**src/rtl/err_rpt_pkg.sv**
```systemverilog
package err_rpt_pkg;
  localparam int unsigned ERR_N = 3;
  typedef enum int unsigned {
    ERR_PARITY    = 0,
    ERR_TGT_ABORT = 1,
    ERR_MST_ABORT = 2
  } err_idx_e;
endpackage

```
**src/rtl/err_flag_bank.sv**
```systemverilog
module err_flag_bank #(
  parameter int unsigned N = err_rpt_pkg::ERR_N
) (
  input  logic         clk_i,
  input  logic         rst_ni,
  input  logic [N-1:0] set_i,
  input  logic [N-1:0] clr_i,
  output logic [N-1:0] flags_o
);
  logic [N-1:0] flag_q;

  always_ff @(posedge clk_i or negedge rst_ni) begin
    if (!rst_ni) flag_q <= '0;
    else begin
      for (int i = 0; i < int'(N); i++) begin
        if (set_i[i])      flag_q[i] <= 1'b1;  // set beats clear
        else if (clr_i[i]) flag_q[i] <= 1'b0;
      end
    end
  end

  assign flags_o = flag_q;

  for (genvar g = 0; g < int'(N); g++) begin : g_chk

    flag_set_chk: assert property (@(posedge clk_i) disable iff (!rst_ni)
      set_i[g] |=> flag_q[g]);

    flag_sticky_chk: assert property (@(posedge clk_i) disable iff (!rst_ni)
      (flag_q[g] && !clr_i[g]) |=> flag_q[g]);

    flag_clear_chk: assert property (@(posedge clk_i) disable iff (!rst_ni)
      (clr_i[g] && !set_i[g]) |=> !flag_q[g]);
  end
endmodule

```
**src/rtl/err_shift_seq.sv**
```systemverilog
module err_shift_seq #(
  parameter int unsigned N = err_rpt_pkg::ERR_N
) (
  input  logic         clk_i,
  input  logic         rst_ni,
  input  logic         shift_en_i,
  input  logic [N-1:0] flags_i,
  output logic         bit_o
);
  localparam int unsigned CW = $clog2(N + 2);
  localparam logic [CW-1:0] FIRST = CW'(1);
  localparam logic [CW-1:0] LAST  = CW'(N);
  localparam logic [CW-1:0] DONE  = CW'(N + 1);

  logic          sel_q;
  logic [CW-1:0] cnt_q;
  logic [N-1:0]  shadow_q;
  logic          start;
  logic [CW-1:0] idx;

  assign start = sel_q && !shift_en_i;

  always_ff @(posedge clk_i or negedge rst_ni) begin
    if (!rst_ni) begin
      sel_q    <= 1'b1;
      cnt_q    <= '0;
      shadow_q <= '0;
    end else begin
      sel_q <= shift_en_i;
      if (shift_en_i) cnt_q <= '0;
      else if (start) begin
        cnt_q    <= FIRST;
        shadow_q <= flags_i;
      end else if (cnt_q != '0 && cnt_q != DONE) cnt_q <= cnt_q + FIRST;
    end
  end

  assign idx   = cnt_q - FIRST;
  assign bit_o = (cnt_q >= FIRST && cnt_q <= LAST) ? shadow_q[idx] : 1'b0;


  seq_range_chk: assert property (@(posedge clk_i) disable iff (!rst_ni)
    cnt_q <= DONE);

  seq_start_chk: assert property (@(posedge clk_i) disable iff (!rst_ni)
    (sel_q && !shift_en_i) |=> (cnt_q == FIRST));

  snap_hold_chk: assert property (@(posedge clk_i) disable iff (!rst_ni)
    (!shift_en_i && cnt_q != '0) |=> $stable(shadow_q));

  done_hold_chk: assert property (@(posedge clk_i) disable iff (!rst_ni)
    (cnt_q == DONE && !shift_en_i) |=> (cnt_q == DONE && !bit_o));
endmodule

```
**src/rtl/err_status_rpt.sv**
```systemverilog
module err_status_rpt #(
  parameter int unsigned N = err_rpt_pkg::ERR_N
) (
  input  logic         clk_i,
  input  logic         rst_ni,
  input  logic         shift_en_i,
  input  logic [N-1:0] set_i,
  input  logic [N-1:0] clr_i,
  output logic [N-1:0] flags_o,
  output logic         stat_o
);
  logic [N-1:0] flags;
  logic         ser_bit;

  err_flag_bank #(.N(N)) u_flags (
    .clk_i   (clk_i),
    .rst_ni  (rst_ni),
    .set_i   (set_i),
    .clr_i   (clr_i),
    .flags_o (flags)
  );

  err_shift_seq #(.N(N)) u_seq (
    .clk_i      (clk_i),
    .rst_ni     (rst_ni),
    .shift_en_i (shift_en_i),
    .flags_i    (flags),
    .bit_o      (ser_bit)
  );

  assign flags_o = flags;
  assign stat_o  = shift_en_i ? |flags : ser_bit;


  idle_low_chk: assert property (@(posedge clk_i) disable iff (!rst_ni)
    (!shift_en_i && $past(!shift_en_i) && $past(!shift_en_i, 4)
     && $past(!shift_en_i, 2) && $past(!shift_en_i, 3)) |-> !ser_bit);
endmodule

```
**config.mk**
```make
export PLATFORM = sky130hd
export DESIGN_NAME = err_status_rpt
export DESIGN_NICKNAME = d
export VERILOG_FILES = /design/src/rtl/err_rpt_pkg.sv /design/src/rtl/err_flag_bank.sv /design/src/rtl/err_shift_seq.sv /design/src/rtl/err_status_rpt.sv
export SDC_FILE = /design/constraint.sdc
export NUM_CORES = 1
export LEC_CHECK = 0
export ABC_AREA = 1
export BUFFER_PORTS_ARGS = -buffer_cell sky130_fd_sc_hd__buf_2
export CELL_PAD_IN_SITES_DETAIL_PLACEMENT = 1
export CELL_PAD_IN_SITES_GLOBAL_PLACEMENT = 1
export CORE_ASPECT_RATIO = 0.9
export CORE_MARGIN = 2
export CORE_UTILIZATION = 35
export CTS_CLUSTER_DIAMETER = 100
export DETAILED_ROUTE_END_ITERATION = 8
export PLACE_DENSITY_LB_ADDON = 0.1
export SYNTH_ARGS = -nofsm -noshare
export SYNTH_HDL_FRONTEND = slang
export SYNTH_SLANG_ARGS = --single-unit
```
**constraint.sdc**
```tcl
create_clock -name clk_i -period 3.65 [get_ports clk_i]
set_input_delay 0.365 -clock clk_i [delete_from_list [all_inputs] [get_ports clk_i]]
set_output_delay 0.365 -clock clk_i [all_outputs]
set_load 0.005 [all_outputs]
```
# == After elaboration in Yosys (flattened, before gate mapping) ==
# Cells that the tools add are included.
# totals
regBits,10
# classes
addsub,2
magnitude_cmp,3
n_eq_ne,1
mux,13
bitwise,1
reduce_logical,11
# ops
operator,n
$mux W1,9
$mux W3,3
$reduce_bool A2 Y1,3
$reduce_bool A3 Y1,2
$add A3 B1 Y3 const B,1
$ge A3 B1 Y1 const B,1
$le A3 B2 Y1 const B,1
$logic_and A1 B1 Y1,3
$lt A3 B3 Y1 const B,1
$ne A3 B3 Y1 const B,1
$reduce_or A3 Y1,1
$sub A3 B1 Y3 const B,1
$bmux W1 S2,1
$reduce_and A2 Y1,1
$logic_not A1 Y1,1
$not A1 Y1,1

# == Logic depth before layout (Yosys ltp) ==
# Gate-level depths: netlist (run 1).
# logic_depth
word_depth,5
mapped_depth,8
mapped_depth_nobuf,8

# == By module ==
# Synthesis (run 1) repeated with hierarchy kept, for this count alone.
# unflattened
hier_cells,68
hier_area_um2,524.3
# by_module_without_submodules
mod,n_inst,cells_each,area_per_inst_um2,seq_area_each_um2
err_shift_seq,1,48,384.1,176.4
err_flag_bank,1,15,120.1,75.1
err_status_rpt,1,5,20.0,0.0

# == Worst setup path after synthesis (run 1) ==
# OpenSTA, ideal clock, no wires.
# synth_path
path_type,flip-flop to output port
startpoint,register u_seq.cnt_q[0]
endpoint,output port stat_o
arrival_time_ns,1.116
slack_ns,2.169
stages_incl_launch_ff,8
cell_sequence,dfrtp_1 -> inv_1 -> ha_1 -> nand2_1 -> nor2_1 -> nor2_1 -> nand3_1 -> nand2_1
# synth_via
elab_chain_len,5
# synth_rtl
element,line,rtl
from (decl),err_shift_seq.sv:16,logic [CW-1:0] cnt_q;
from (signal assigned),err_shift_seq.sv:34,end else if (cnt_q != '0 && cnt_q != DONE) cnt_q <= cnt_q + FIRST;
$sub A3 B1 Y3,err_shift_seq.sv:38,assign idx = cnt_q - FIRST;
$bmux W1 S2,err_shift_seq.sv:39,assign bit_o = (cnt_q >= FIRST && cnt_q <= LAST) ? shadow_q[idx] : 1'b0;
$mux W1 (implied by the code),err_shift_seq.sv:39,
$mux W1 *,err_shift_seq.sv:39,
$mux W1 *,err_status_rpt.sv:32,assign stat_o = shift_en_i ? |flags : ser_bit;
to (decl),err_status_rpt.sv:10,output logic stat_o
# Every way passes the cells marked *; elsewhere a longest branch is shown, timed or not. The select of a mux whose other input is x is not followed.

# == Worst setup path after layout (run 1) ==
# Same ends and word-level chain as after synthesis.

==> results_dict.tcl, run 1 <==
set metrics [dict create \
    status "finished, final reports clean" \
    mostFrequentLayoutCell "nand2_1" \
    cp.buffers_inverters 2 \
    cp.arrival_ps 1690 \
    io_buffers 12 \
    rows 13 \
    met2_usage_pct 26.8 \
    dieWidth_um 44.4 \
    syn_avg_cell_area_sq_um 8.69 \
    antenna_found_initial 0 \
    seq_area_frac_synth_pct 49.0 \
    synth_warnings 0 \
    final_cell_area_sq_um 638 \
    switching_share_pct 26.6 \
    power.density_mw_per_mm2 430 \
    vias 447 \
    core_area_sq_mm 0.00142 \
    power.share.clock_pct 35.6 \
    critical_path.endpoint_type "output port" \
    post-dp-hpwl_um 891 \
    power_switching_uw 73.0 \
    rsz0062_at_grt "no" \
    fin_tns_setup_ps 0 \
    start_util_pct 36.3 \
    fin_crit_sh_pct 56.2 \
    hold_ws_ps 255 \
    cts_buffer_depth 2 \
    tritoncts "built" \
    synth_area_leaders "dfrtp_1 (44%), ha_1 (9.8%), nand2_1 (9.5%), inv_1 (8.0%), o21ai_0 (7.8%)" \
    vias_per_cell 4.91 \
    setup_viol 0 \
    io_pins 13 \
    overflow 0 \
    leakagePower_uw 0.000341 \
    area_growth_pct 24.4 \
    synth_cell_type_count 12 \
    final_cell_mix "nand2_1 (13), buf_2 (12), inv_1 (11), dfrtp_1 (9), o21ai_0 (8)" \
    critical_path_class "reg2out" \
    p_total_uw 274 \
    top_usage_layer "met2" \
    wirelength_um 1130 \
    drv_cap 0 \
    cp_top_family "flip-flops" \
    relSlewSlack_pct 83.6 \
    peakVddDrop_mv 0.226 \
    crit_chain "inv_1 -> ha_1 -> nand2_1 -> nor2_1 -> nor2_1 -> nand3_1 -> nand2_1 -> buf_2" \
    drt_iter0_markers 7 \
    worstSetupStartpointType "flop" \
    wire_per_inst_um 12.4 \
    firstDrtPassIters 3 \
    cts_sinks 10 \
    htree_num_levels 1 \
    path_max_fanout 7 \
    clock.fmax_ghz 0.487 \
    post_dp_cell_area_sq_um 592 \
    gp_congestion 0.688 \
    drc 0 \
    fin_worst_skew_ps 0.901 \
    postRouteAntennaNets 0 \
    die-area_sq_mm 0.00179 \
    pwr-share-seq_pct 47.3 \
    grtUsageTotal_pct 16.3 \
    p_comb_share_pct 17.1 \
    fin_nets 90 \
    cts_made_buffers 3 \
    critPathMaxStageDelay_ps 480 \
    use_met3_pct 5.41 \
    die_h_um 40.3 \
    required_ps 3280 \
    grt_pass1_vias 441 \
    antennaDiodeCount 0 \
    final_util_pct 45.1 \
    postSynthCellCount 59 \
    finalCriticalPeriod_ps 2050 \
    path_clk_slew_ps 70 \
    grt_max_degree 11 \
    worst-slew-pin-transition_ps 246 \
    grt_pass1_wl_um 1950 \
    synth.top_cell.area_share_pct 43.9 \
    crit_path_top_delay_cell "dfrtp_1" \
    met1_usage_pct 19.8 \
    clk_latency_ps 260 \
    hp-class "in2reg" \
    p_int_uw 201 \
    finalMaxSlewViolations 0 \
    cts_setup_buffers 0 \
    postSynthNetCount 72 \
    finalHoldViolCount 0 \
    ys_ff_latch 10 \
    yosysTopAreaCell "dfrtp_1" \
    drive_gt1_share_pct 25.0 \
    synth.cell_area_sq_um 513 \
    root_buffer "clkbuf_4" \
]
## metal layers
layer / wire, um / share of wire [%] / vias to the layer above
li1: - / - / 223
met5: 0 / 0 / -
met3: 27 / 2.4 / 2
met4: 11 / 0.97 / 0
met1: 524 / 46 / 218
met2: 566 / 50 / 4
## area by class of cell
class / count / area [sq um]
clock buffers: 4 / 36.3
fillers: 186 / 777
flip-flops and latches: 10 / 251
well taps: 15 / 18.8
multi-input cells: 37 / 216
repair buffers: 13 / 70.1
inverters: 12 / 45.0
## path summary, 6_finish.rpt
check	from	to	slack, ps	depth (start not counted)
max	u_seq.cnt_q[0]	stat_o	1600	8
min	shift_en_i	u_seq.sel_q	260	1
max reg2reg	u_seq.cnt_q[0]	u_seq.cnt_q[2]	2340	5
min reg2reg	u_seq.shadow_q[2]	u_seq.shadow_q[2]	490	2
max in group asynchronous	rst_ni	u_seq.sel_q	2900	2
min in group asynchronous	rst_ni	u_seq.cnt_q[1]	490	2
## worst register-to-register path, cell delays in order (launching register included)
cell,delay [ps]
dfrtp_1,470
ha_1,240
ha_1,270
nor2_1,100
nand2_1,50
o21ai_0,90
## what timing repair did
action,4_1_cts,5_1_grt
hold buffers,1,0
setup endpoints to repair,0,0
hold endpoints to repair,9,0
gates resized for setup,0,0
## kinds of logic (layout without fill, tap and decap cells)
family                     Yosys count  count (layout)  share of synthesized area [%]
DFF                                 10              10                           49.0
and+or+nand+nor                     20              20                           15.6
adders and majority gates            4               4                           9.76
AOI/OAI and AO/OA                   13              13                           16.8
buffers and inverters               12              29                           8.78
## flip-flops by register name (all words and copies together) (netlist names)
| register | count |
|---|---|
| u_flags.flags_o | 3 |
| u_seq.cnt_q | 3 |
| u_seq.shadow_q | 3 |
| u_seq.sel_q | 1 |
## Yosys cell counts, drive strengths merged
cell    number
a21oi        1
dfrtp        9
dfstp        1
ha           4
inv         12
nand2       13
nand3        4
nor2         3
o21ai        8
o21bai       3
o31ai        1
## stage by stage
step	setup WS, ps	cells
2_1_floorplan	2170	59
3_3_place_gp	1960	86
3_5_place_dp	1900	86
4_1_cts	1580	91
5_1_grt	1410	91
6_report	1600	91
## power groups by stage
stage	clock [uW]	sequential, uW	combinational, uW
4_1_cts	102	130	48.0
2_1_floorplan	0	130	28.7
5_1_grt	108	131	55.8
6_report	97.6	130	46.9
3_5_place_dp	0	132	46.1
3_3_place_gp	0	131	45.0
No activity file was read; power rests on OpenSTA's default activity.
==> inputs of run 2 (changes only) <==
- clock period: 3.65 -> 2.1 ns (I/O delays scaled with it)
==> results_dict.tcl, run 2 (same netlist as run 1, synthesis figures left out) <==
set metrics [dict create \
    status "finished, final reports clean" \
    ff2ff_setup_slack_ps 830 \
    final_util_pct 45.1 \
    drive_gt1_share_pct 25.0 \
    multi_input_area_sq_um 216 \
    htree_num_levels 1 \
    post-place-cells 86 \
    grtUsageTotal_pct 16.0 \
    vias_per_cell 4.81 \
    post-dp-hpwl_um 848 \
    leakagePower_uw 0.000341 \
    hold_ws_ps 91.5 \
    num-fill-cells 181 \
    start_util_pct 36.3 \
    r2r_cells 5 \
    top_usage_layer "met2" \
    drv_cap 0 \
    wire_per_inst_um 12.0 \
    io_buffers 12 \
    path_clk_slew_ps 70 \
    critical_path.endpoint_type "output port" \
    power.density_mw_per_mm2 760 \
    fin_worst_skew_ps 4.23 \
    fin_nets 90 \
    die_h_um 40.3 \
    grt_pass1_vias 413 \
    cts_buffer_depth 2 \
    critical_path_class "reg2out" \
    clock.fmax_ghz 0.546 \
    root_buffer "clkbuf_4" \
    overflow 0 \
    path_max_fanout 7 \
    vias 438 \
    cts_resized 0 \
    met1_usage_pct 19.6 \
    final_cell_mix "nand2_1 (13), buf_2 (12), inv_1 (11), dfrtp_1 (9), o21ai_0 (8)" \
    met2_usage_pct 25.0 \
    core_area_sq_mm 0.00142 \
    peakVddDrop_mv 0.323 \
    cts_sinks 10 \
    postRouteAntennaNets 0 \
    seq_area_sq_um 251 \
    required_ps 1890 \
    rsz0062_at_grt "no" \
    fin_tns_setup_ps 0 \
    hold_path_depth 1 \
    firstDrtPassIters 2 \
    p_total_uw 485 \
    area_growth_pct 24.4 \
    relSlewSlack_pct 84.6 \
    antennaDiodeCount 0 \
    worst-slew-pin-transition_ps 231 \
    tritoncts "built" \
    grt_max_degree 11 \
    cts_made_buffers 3 \
    die-area_sq_mm 0.00179 \
    drc 0 \
    drt_iter0_markers 4 \
    antenna_found_initial 0 \
    rows 13 \
    wirelength_um 1100 \
    finalMaxSlewViolations 0 \
    mostFrequentLayoutCell "nand2_1" \
    use_met3_pct 8.11 \
    io_pins 13 \
    clk_latency_ps 270 \
    finalCriticalPeriod_ps 1830 \
    gp_congestion 0.771 \
    dieWidth_um 44.4 \
    setup_viol 0 \
    grt_pass1_wl_um 1860 \
    worstSetupStartpointType "flop" \
    hp-class "in2reg" \
    finalHoldViolCount 0 \
    cp.arrival_ps 1620 \
    fin_crit_sh_pct 87.2 \
    layout.cells.non_filler 91 \
]
-- run 2: cell counts in the layout (fill, tap and decap cells not counted) --
Identical to the previous run, type by type.
-- run 2: repair_timing --
item | 4_1_cts | 5_1_grt
hold buffers | 1 | 0
endpoints found under the hold margin | 9 | 0
buffers inserted | 0 | 0
-- run 2: cell type report --
class	instances	area share (%)
multi-input cells	37	33.9
inverters	12	7.06
well taps	15	2.94
flip-flops and latches	10	39.4
repair buffers	13	11.0
clock buffers	4	5.69
-- run 2: final timing paths --
kind | start | endpoint
setup / recovery | u_seq.cnt_q[0] | stat_o
hold / removal | shift_en_i | u_seq.sel_q
hold reg to reg | u_seq.shadow_q[1] | u_seq.shadow_q[1]
max in group asynchronous | rst_ni | u_seq.sel_q
setup reg to reg | u_seq.cnt_q[0] | u_seq.cnt_q[0]
min in group asynchronous | rst_ni | u_seq.cnt_q[2]
-- run 2: critical path: stages (launching register included) --
cell	delay [ps]
dfrtp_1	460
inv_1	110
ha_1	330
nand2_1	80
nor2_1	40
nor2_1	100
nand3_1	80
nand2_1	50
buf_2	100
-- run 2: through the flow --
step	setup slack (ps)	area (sq um)
after floorplan	774	513
after detailed placement	561	592
after global routing	64.7	638
after global placement	567	592
after CTS	243	638
final	269	638
-- run 2: routing by layer --
layer  vias up  routed length, um  part of all wire, %
li1        221                  -                    -
met2         7                499                   46
met1       207                531                   48
met5         -                  0                    0
met3         3                 54                  4.9
met4         0                 10                 0.91
-- run 2: power breakdown --
group / total (uW) / internal (uW) / leakage (uW) / switching (uW)
logic: 79.9 / 34.3 / 0.000201 / 45.7
clock network: 179 / 106 / 0.0000210 / 74.0
registers: 225 / 210 / 0.000119 / 14.9
total: 485 / 350 / 0.000341 / 135
